## src/rtl/xrom_decoder.sv

```systemverilog
module xrom_decoder #(
  parameter int              WIN_LOG2 = 16,
  parameter int              OFS_W    = 6,
  parameter logic [OFS_W-1:0] ROM_DW  = 6'h0C,
  parameter logic [OFS_W-1:0] INT_DW  = 6'h0F,
  parameter logic [7:0]      PIN_CODE = 8'h01
) (
  input  logic             clk,
  input  logic             hrst_n,
  input  logic             soft_rst,
  input  logic             stop_req,
  input  logic             cfg_wr,
  input  logic [OFS_W-1:0] cfg_off,
  input  logic [3:0]       cfg_be,
  input  logic [31:0]      cfg_wdata,
  output logic [31:0]      cfg_rdata,
  input  logic             mem_en,
  input  logic             bus_valid,
  input  logic [31:0]      bus_addr,
  input  logic [3:0]       bus_cmd,
  input  logic             bus_end,
  output logic             claim
);
  localparam int BASE_W = 32 - WIN_LOG2;

  logic [BASE_W-1:0] base_q;
  logic              rom_en_q;
  logic [7:0]        line_q;
  logic              claim_q;
  logic              hit;
  logic              wr_rom, wr_int;
  logic              unused_bits;

  function automatic logic is_mem(input logic [3:0] c);
    return (c == 4'h6) || (c == 4'h7) || (c == 4'hC) || (c == 4'hE) || (c == 4'hF);
  endfunction

  assign wr_rom = cfg_wr && (cfg_off == ROM_DW);
  assign wr_int = cfg_wr && (cfg_off == INT_DW);

  always_ff @(posedge clk or negedge hrst_n) begin
    if (!hrst_n) begin
      base_q   <= '0;
      rom_en_q <= 1'b0;
      line_q   <= '0;
    end else begin
      if (wr_rom) begin
        for (int i = WIN_LOG2; i < 32; i++)
          if (cfg_be[i/8]) base_q[i-WIN_LOG2] <= cfg_wdata[i];
        if (cfg_be[0]) rom_en_q <= cfg_wdata[0];
      end
      if (wr_int && cfg_be[0]) line_q <= cfg_wdata[7:0];
    end
  end

  assign hit = rom_en_q && mem_en && is_mem(bus_cmd) &&
               (bus_addr[31:WIN_LOG2] == base_q);

  always_ff @(posedge clk or negedge hrst_n) begin
    if (!hrst_n)        claim_q <= 1'b0;
    else if (bus_valid) claim_q <= hit;
    else if (bus_end)   claim_q <= 1'b0;
  end

  assign claim = claim_q;

  always_comb begin
    cfg_rdata = '0;
    if (cfg_off == ROM_DW)      cfg_rdata = {base_q, {(WIN_LOG2-1){1'b0}}, rom_en_q};
    else if (cfg_off == INT_DW) cfg_rdata = {16'h0000, PIN_CODE, line_q};
  end

  assign unused_bits = ^{bus_addr[WIN_LOG2-1:0], cfg_wdata[WIN_LOG2-1:1],
                         cfg_wdata[31:8], soft_rst, stop_req};

  assert_gate_mem_R4: assert property (@(posedge clk) disable iff (!hrst_n)
    (bus_valid && !mem_en) |=> !claim);

  assert_window_R5: assert property (@(posedge clk) disable iff (!hrst_n)
    (bus_valid && (bus_addr[31:WIN_LOG2] != base_q)) |=> !claim);

  assert_cmd_only_R6: assert property (@(posedge clk) disable iff (!hrst_n)
    (bus_valid && !is_mem(bus_cmd)) |=> !claim);

  assert_end_drop_R7: assert property (@(posedge clk) disable iff (!hrst_n)
    (bus_end && !bus_valid) |=> !claim);

  assert_hold_on_soft_R9: assert property (@(posedge clk) disable iff (!hrst_n)
    ((soft_rst || stop_req) && !cfg_wr) |=> ($stable(base_q) && $stable(rom_en_q) && $stable(line_q)));

  assert_size_zero_R2: assert property (@(posedge clk) disable iff (!hrst_n)
    (cfg_off == ROM_DW) |-> (cfg_rdata[WIN_LOG2-1:1] == '0));

  assert_pin_code_R11: assert property (@(posedge clk) disable iff (!hrst_n)
    (cfg_off == INT_DW) |-> (cfg_rdata[31:8] == {16'h0000, PIN_CODE}));
endmodule

```

## config.mk

```make
export PLATFORM = sky130hd
export DESIGN_NAME = xrom_decoder
export DESIGN_NICKNAME = d
export VERILOG_FILES = /design/src/rtl/xrom_decoder.sv
export SDC_FILE = /design/constraint.sdc
export NUM_CORES = 1
export LEC_CHECK = 0
export BUFFER_PORTS_ARGS = -buffer_cell sky130_fd_sc_hd__buf_2
export CAP_MARGIN = 10
export CORE_MARGIN = 3
export CORE_UTILIZATION = 42
export CTS_BUF_LIST = sky130_fd_sc_hd__clkbuf_16
export DETAILED_ROUTE_END_ITERATION = 10
export GPL_TIMING_DRIVEN = 0
export HOLD_SLACK_MARGIN = 0.1
export PLACE_DENSITY = 0.9
export SLEW_MARGIN = 0
export SYNTH_ARGS = -nofsm -noshare
export SYNTH_HDL_FRONTEND = slang
export SYNTH_SLANG_ARGS = --single-unit
```

## constraint.sdc

```tcl
create_clock -name clk -period 3.14 [get_ports clk]
set_input_delay 0.157 -clock clk [delete_from_list [all_inputs] [get_ports clk]]
set_output_delay 0.157 -clock clk [all_outputs]
set_load 0.01 [all_outputs]
```

==> flow_summary.json, run 1 <==
{
  "yosys_most_used_dff": "dfrtp_1",
  "drive_above_1_share": 0.6233,
  "cts_tree": "yes",
  "yosysTopAreaCellShare": 0.4418,
  "fp.dieH_um": 65.22,
  "drt-total-wl_mm": 3.426,
  "drc_errors": 0,
  "syn_area_mm2": 0.001473,
  "rsz0062_at_grt": "no",
  "num_antenna_cells": 0,
  "area_growth_pct": 41.63,
  "drt-pass1-iter-count": 4,
  "io-pin-count": 119,
  "setup_viol": 0,
  "hpwl_mm": 2.876,
  "cts-root-buf": "clkbuf_16",
  "numCtsBuffers": 3,
  "grt_util_all_layers": 0.1645,
  "clk_latency_ps": 250,
  "grt_pass1_vias": 1180,
  "cts_resized": 0,
  "clk_path_buf_depth": 2,
  "hold_viol": 0,
  "rrSetupSlack_ps": 1880,
  "synth_cell_types": 25,
  "avgRoutedWirePerCell_um": 13.23,
  "clkTransAtPathRegs_ps": 60,
  "max_freq_ghz": 0.6084,
  "yosys_warnings": 0,
  "cp-start-kind": "primary input",
  "vias": 1148,
  "crit_type": "in2out",
  "gp_congestion": 0.7813,
  "worstMarginPinSlew_ps": 573.1,
  "total_leakage_power_nw": 1.131,
  "vias_per_cell": 4.432,
  "grt_overflow": 0,
  "cts_max_level": 1,
  "drv_cap": 0,
  "antenna_left": 0,
  "synthCells": 120,
  "worst_setup_path_end_kind": "output pin",
  "synth.most_common_cell": "dfrtp_1",
  "min_period_ps": 1644,
  "synth.area.top_cells": "dfrtp_1 (44%), mux2_2 (19%), xnor2_1 (8.9%), and2_1 (7.2%), buf_4 (4.1%)",
  "required_ps": 2980,
  "antenna_found_initial": 0,
  "fin_nets": 302,
  "crit_arrival_ps": 1490,
  "p_per_area_mw_per_mm2": 414.0,
  "fin_worst_skew_ps": 3.141,
  "start_util": 0.4598,
  "port_buffers": 84,
  "cp_max_fo": 10,
  "finalMaxSlewViolations": 0,
  "clock-sinks": 26,
  "async_flop_share": 1.000,
  "core_area_mm2": 0.003203,
  "drt-initial-drc-count": 26,
  "synth_edf_count": 0,
  "synth.avg_cell_area_um2": 12.27,
  "grt_pass1_wl_mm": 5.382,
  "ir_worst_vdd_v": 0.0003335,
  "grt_max_degree": 27,
  "seq_area_frac_synth": 0.4418,
  "slew_headroom": 0.6179,
  "die-area_mm2": 0.004253,
  "worstHoldPathType": "in2reg",
  "setup_ws_ps": 1496,
  "synth_common_cells": "dfrtp_1 (26), mux2_2 (25), and2_1 (17), xnor2_1 (15), buf_4 (8)",
  "die_w_um": 65.22,
  "place_ws_ps": 1476,
  "outcome": "finished clean",
  "fill_cells": 285,
  "synth_seq_cells": 26,
  "setup_tns_ps": 0,
  "min_period_over_period": 0.5234,
  "rows": 20,
  "post-synth-top-area-cell": "dfrtp_1"
}
power breakdown:
part | internal [mW] | total [mW] | switching [mW]
Clock | 0.253 | 0.363 | 0.110
Sequential | 0.361 | 0.381 | 0.0192
Combinational | 0.0733 | 0.120 | 0.0468
routing by layer:
layer	wire length [µm]	up-vias	track usage
met3	135	2	0.01709
met2	1880	31	0.2946
met4	27	0	0.06477
met1	1383	526	0.2013
met5	0	-	0
li1	-	589	-
final timing paths:
path | endpoint | depth (start not counted) | from
min | base_q[4]$_DFFE_PN0P_ | 2 | cfg_wdata[20]
min in group asynchronous | line_q[1]$_DFFE_PN0P_ | 2 | hrst_n
max | cfg_rdata[28] | 7 | cfg_off[4]
min reg2reg | line_q[5]$_DFFE_PN0P_ | 1 | line_q[5]$_DFFE_PN0P_
max in group asynchronous | line_q[4]$_DFFE_PN0P_ | 2 | hrst_n
max reg2reg | claim$_DFFE_PN0P_ | 4 | base_q[9]$_DFFE_PN0P_
cells by family (layout without fill, tap and decap cells):
group,count (synthesis),after routing,synth area share
AOI/OAI and AO/OA,3,3,0.01869
muxes,25,25,0.1912
other,1,7,0.002546
xor gates and xnor gates,16,16,0.09516
and+or+nand+nor,39,39,0.1997
DFF,26,26,0.4418
buffers and inverters,10,99,0.05098
flip-flops by register name (all words and copies together), names as in the netlist:
signal / cells
base_q: 16
claim: 1
line_q: 8
rom_en_q: 1
through the flow:
stage          hold slack (ps)    util  cell area (µm²)  cells  total power [mW]
3_5_place_dp             188.2  0.6152             1971    254            0.5074
3_3_place_gp             190.8  0.6152             1971    254            0.5017
4_1_cts                  124.6  0.6512             2086    259            0.8737
5_1_grt                  129.2  0.6512             2086    259            0.9061
2_1_floorplan           -138.6       -             1495    126            0.4458
6_report                 127.0  0.6512             2086    259            0.8635
critical path: stages:
cell	delay, ps
buf_2	100
nand4bb_4	250
nor3_4	170
buf_6	170
clkbuf_1	310
and2_1	190
buf_2	130
what timing repair did:
action / CTS / global route
hold buffers: 1 / 0
setup buffers: 0 / 0
hold endpoints to repair: 26 / 0
cell usage in the layout (no fill, tap or decap), types with 2 or more instances in the layout:
master	n
and2_2	6
buf_2	84
buf_4	8
clkbuf_16	3
and2_1	17
dfrtp_1	26
nor3_1	2
conb_1	7
nand4_1	4
xnor2_1	15
mux2_2	25
cell type report:
| type | count | area [µm²] | area share |
|---|---|---|---|
| buffer | 10 | 75.07 | 0.03599 |
| clock buffer | 3 | 75.07 | 0.03599 |
| clock inverter | 1 | 30.03 | 0.01440 |
| multi-input combinational | 90 | 769.5 | 0.3689 |
| sequential | 26 | 650.6 | 0.3119 |
| tap | 44 | 55.05 | 0.02639 |
| timing repair buffer | 85 | 430.4 | 0.2064 |
No activity file was read; power rests on OpenSTA's default activity.
==> run 2, diff against run 1 <==
--- a/config.mk
+++ b/config.mk
@@ -5,15 +5,16 @@
 export SDC_FILE = /design/constraint.sdc
 export NUM_CORES = 1
 export LEC_CHECK = 0
+export ABC_AREA = 1
 export BUFFER_PORTS_ARGS = -buffer_cell sky130_fd_sc_hd__buf_2
 export CAP_MARGIN = 10
 export CORE_MARGIN = 3
-export CORE_UTILIZATION = 42
+export CORE_UTILIZATION = 38
 export CTS_BUF_LIST = sky130_fd_sc_hd__clkbuf_16
 export DETAILED_ROUTE_END_ITERATION = 10
 export GPL_TIMING_DRIVEN = 0
 export HOLD_SLACK_MARGIN = 0.1
-export PLACE_DENSITY = 0.9
+export PLACE_DENSITY = 0.82
 export SLEW_MARGIN = 0
 export SYNTH_ARGS = -nofsm -noshare
 export SYNTH_HDL_FRONTEND = slang
==> constraint.sdc (replaced) <==
create_clock -name clk -period 1.46 [get_ports clk]
set_input_delay 0.073 -clock clk [delete_from_list [all_inputs] [get_ports clk]]
set_output_delay 0.073 -clock clk [all_outputs]
set_load 0.01 [all_outputs]
==> run 2 against run 1 <==
Effect of this change:
- sequential power increased by 120%
- core utilization decreased by 5.9 points
- combinational power increased to 3.4 times the previous value
- routed wire length increased by 32%
- final area increased by 24%
- non-clock buffer count increased by 28
- worst setup slack got worse by 1300 ps
- sequential share of layout area decreased by 6.1 points
- die area increased by 28%
- hold slack improved by 75 ps
- clock-buffer cell count unchanged
- via count increased by 55%
- critical endpoint is now claim$_DFFE_PN0P_
- largest power group unchanged
==> flow_summary.json, run 2 <==
{
  "outcome": "finished clean",
  "total_leakage_power_nw": 1.509,
  "worstMarginPinSlew_ps": 569.8,
  "grt_pass1_wl_mm": 7.107,
  "cts_setup_buffers": 0,
  "crit_type": "in2reg",
  "fin_nets": 450,
  "grt_max_degree": 27,
  "largest_reg_flops": 16,
  "yosys_most_used_dff": "dfrtp_1",
  "grt_pass1_vias": 1691,
  "drive_above_1_share": 0.3757,
  "mostFrequentLayoutCells": "buf_2 (85), nand2_1 (60), inv_1 (56), nor2_1 (33), dlygate4sd3_1 (27)",
  "worst_setup_path_end_kind": "register",
  "fp.dieH_um": 73.73,
  "seq_area_frac_synth": 0.3733,
  "async_flop_share": 1.000,
  "cts_max_level": 1,
  "synth.avg_cell_area_um2": 7.202,
  "synth_common_cells": "nand2_1 (60), inv_1 (56), nor2_1 (33), dfrtp_1 (26), o21ai_2 (18)",
  "critPathBufInv": 3,
  "synth.most_common_cell": "nand2_1",
  "clkTransAtPathRegs_ps": 60,
  "grt_util_all_layers": 0.1709,
  "hpwl_mm": 3.383,
  "critPathMaxStageDelay_ps": 550,
  "synth_edf_count": 0,
  "ir_worst_vdd_v": 0.0003151,
  "required_ps": 1660,
  "die-area_mm2": 0.005435,
  "ctsHoldBuffers": 27,
  "rsz0062_at_grt": "no",
  "cp-start-kind": "primary input",
  "gp_congestion": 0.7441,
  "vias": 1781,
  "numCtsBuffers": 3,
  "antenna_left": 0,
  "grt_overflow": 0,
  "yosysTopAreaCellShare": 0.3733,
  "crit_arrival_ps": 1470,
  "setup_tns_ps": 0,
  "io-pin-count": 119,
  "drt-total-wl_mm": 4.533,
  "cp_top_family": "buffers and inverters",
  "cts_tree": "yes",
  "slowest_stage": "dlygate4sd3_1",
  "min_period_over_period": 0.8722,
  "path_cells": "dlygate4sd3_1, buf_2, nor2_1, dlygate4sd3_1, nand2_1, nand2_1",
  "port_buffers": 84,
  "regMostFlops": "base_q",
  "drt-initial-drc-count": 55,
  "drt-pass1-iter-count": 4,
  "synth_cell_types": 23,
  "post-synth-top-area-cell": "dfrtp_1",
  "rows": 24,
  "antenna_found_initial": 0,
  "area_growth_pct": 48.96,
  "num_antenna_cells": 0,
  "syn_area_mm2": 0.001743,
  "finalMaxSlewViolations": 0,
  "hold_viol": 0,
  "clock-sinks": 26,
  "drc_errors": 0,
  "clk_path_buf_depth": 2,
  "max_freq_ghz": 0.7853,
  "cp_max_fo": 1,
  "fin_worst_skew_ps": 3.678,
  "core_area_mm2": 0.004384,
  "synth.area.top_cells": "dfrtp_1 (37%), nand2_1 (13%), inv_1 (12%), o21ai_2 (9.0%), nor2_1 (7.1%)",
  "p_per_area_mw_per_mm2": 705.5,
  "synthCells": 242,
  "avgRoutedWirePerCell_um": 10.95,
  "cts_resized": 0,
  "cts-root-buf": "clkbuf_16",
  "final_common_cell": "buf_2",
  "clk_latency_ps": 260,
  "slew_headroom": 0.6201,
  "yosys_warnings": 0,
  "min_period_ps": 1273,
  "die_w_um": 73.73,
  "vias_per_cell": 4.302,
  "reg_top3": "base_q (16), line_q (8)",
  "synth_seq_cells": 26,
  "setup_viol": 0,
  "start_util": 0.3975,
  "worstHoldPathType": "in2reg",
  "drv_cap": 0,
  "worst_hold_slack_ps": 201.9
}
[run 2: cell types whose count changed in the layout (fill, tap and decap cells not counted), sizes merged, moves of 25 or more]
cell	change
o21ai	+25
dlygate4sd3	+26
nand2	+68
mux2	-25
nor2	+35
inv	+59
[run 2: worst register-to-register path: stages (launching register included)]
cell and delay (ps):
dfrtp_1 420, inv_1 80, nand2_1 60, nand2_1 50, nor2_1 110, nand2_1 70
nor2_1 120, nand3_1 90, nand2_1 60
[run 2: power by group]
group / internal, mW / switching, mW / leakage, nW
Combinational: 0.209 / 0.198 / 1.15
Sequential: 0.788 / 0.0439 / 0.320
Clock: 0.363 / 0.230 / 0.0370
[run 2: area by class of cell]
| cell class | count | area (µm²) |
|---|---|---|
| buffer | 12 | 98.84 |
| clock buffer | 3 | 75.07 |
| fill | 426 | 1788 |
| inverter | 59 | 224.0 |
| multi-input combinational | 151 | 792.0 |
| sequential | 26 | 650.6 |
| tap | 52 | 65.06 |
| timing repair buffer | 111 | 690.7 |
[run 2: kinds of logic (layout without fill, tap and decap cells)]
kind of cell | Yosys count | count (layout) | share of synthesized area
XOR/XNOR | 4 | 4 | 0.02010
other | 1 | 7 | 0.002152
buffers and inverters | 71 | 185 | 0.1852
AO/OA/AOI/OAI | 28 | 28 | 0.1213
AND/OR/NAND/NOR | 112 | 112 | 0.2979
flip-flops | 26 | 26 | 0.3733
[run 2: stage by stage]
step / worst slack [ps] / total power, mW / util / instance area, µm² / std cells
floorplan: 551.5 / 1.048 / - / 1765 / 248
global placement: 261.4 / 1.179 / 0.5134 / 2251 / 384
detailed placement: 246.0 / 1.195 / 0.5134 / 2251 / 384
CTS: 186.5 / 1.847 / 0.5922 / 2596 / 414
global route: 150.5 / 1.935 / 0.5922 / 2596 / 414
finish: 186.5 / 1.832 / 0.5922 / 2596 / 414
[run 2: path summary, 6_finish.rpt]
| path | slack (ps) | end | cells after the start | start |
|---|---|---|---|---|
| worst max-delay path | 190 | claim$_DFFE_PN0P_ | 6 | bus_end |
| worst min-delay path | 200 | base_q[5]$_DFFE_PN0P_ | 4 | cfg_be[2] |
| worst max register to register | 350 | claim$_DFFE_PN0P_ | 8 | base_q[1]$_DFFE_PN0P_ |
| worst min register to register | 500 | claim$_DFFE_PN0P_ | 2 | claim$_DFFE_PN0P_ |
| max in group asynchronous | 730 | line_q[6]$_DFFE_PN0P_ | 2 | hrst_n |
| min in group asynchronous | 350 | base_q[13]$_DFFE_PN0P_ | 2 | hrst_n |
[run 2: per-layer routing]
metal	vias to the layer above	global-route usage	wire length, µm
met1	770	0.1993	1827
met3	12	0.01778	254
li1	933	-	-
met2	66	0.3130	2321
met5	-	0	0
met4	0	0.07243	129
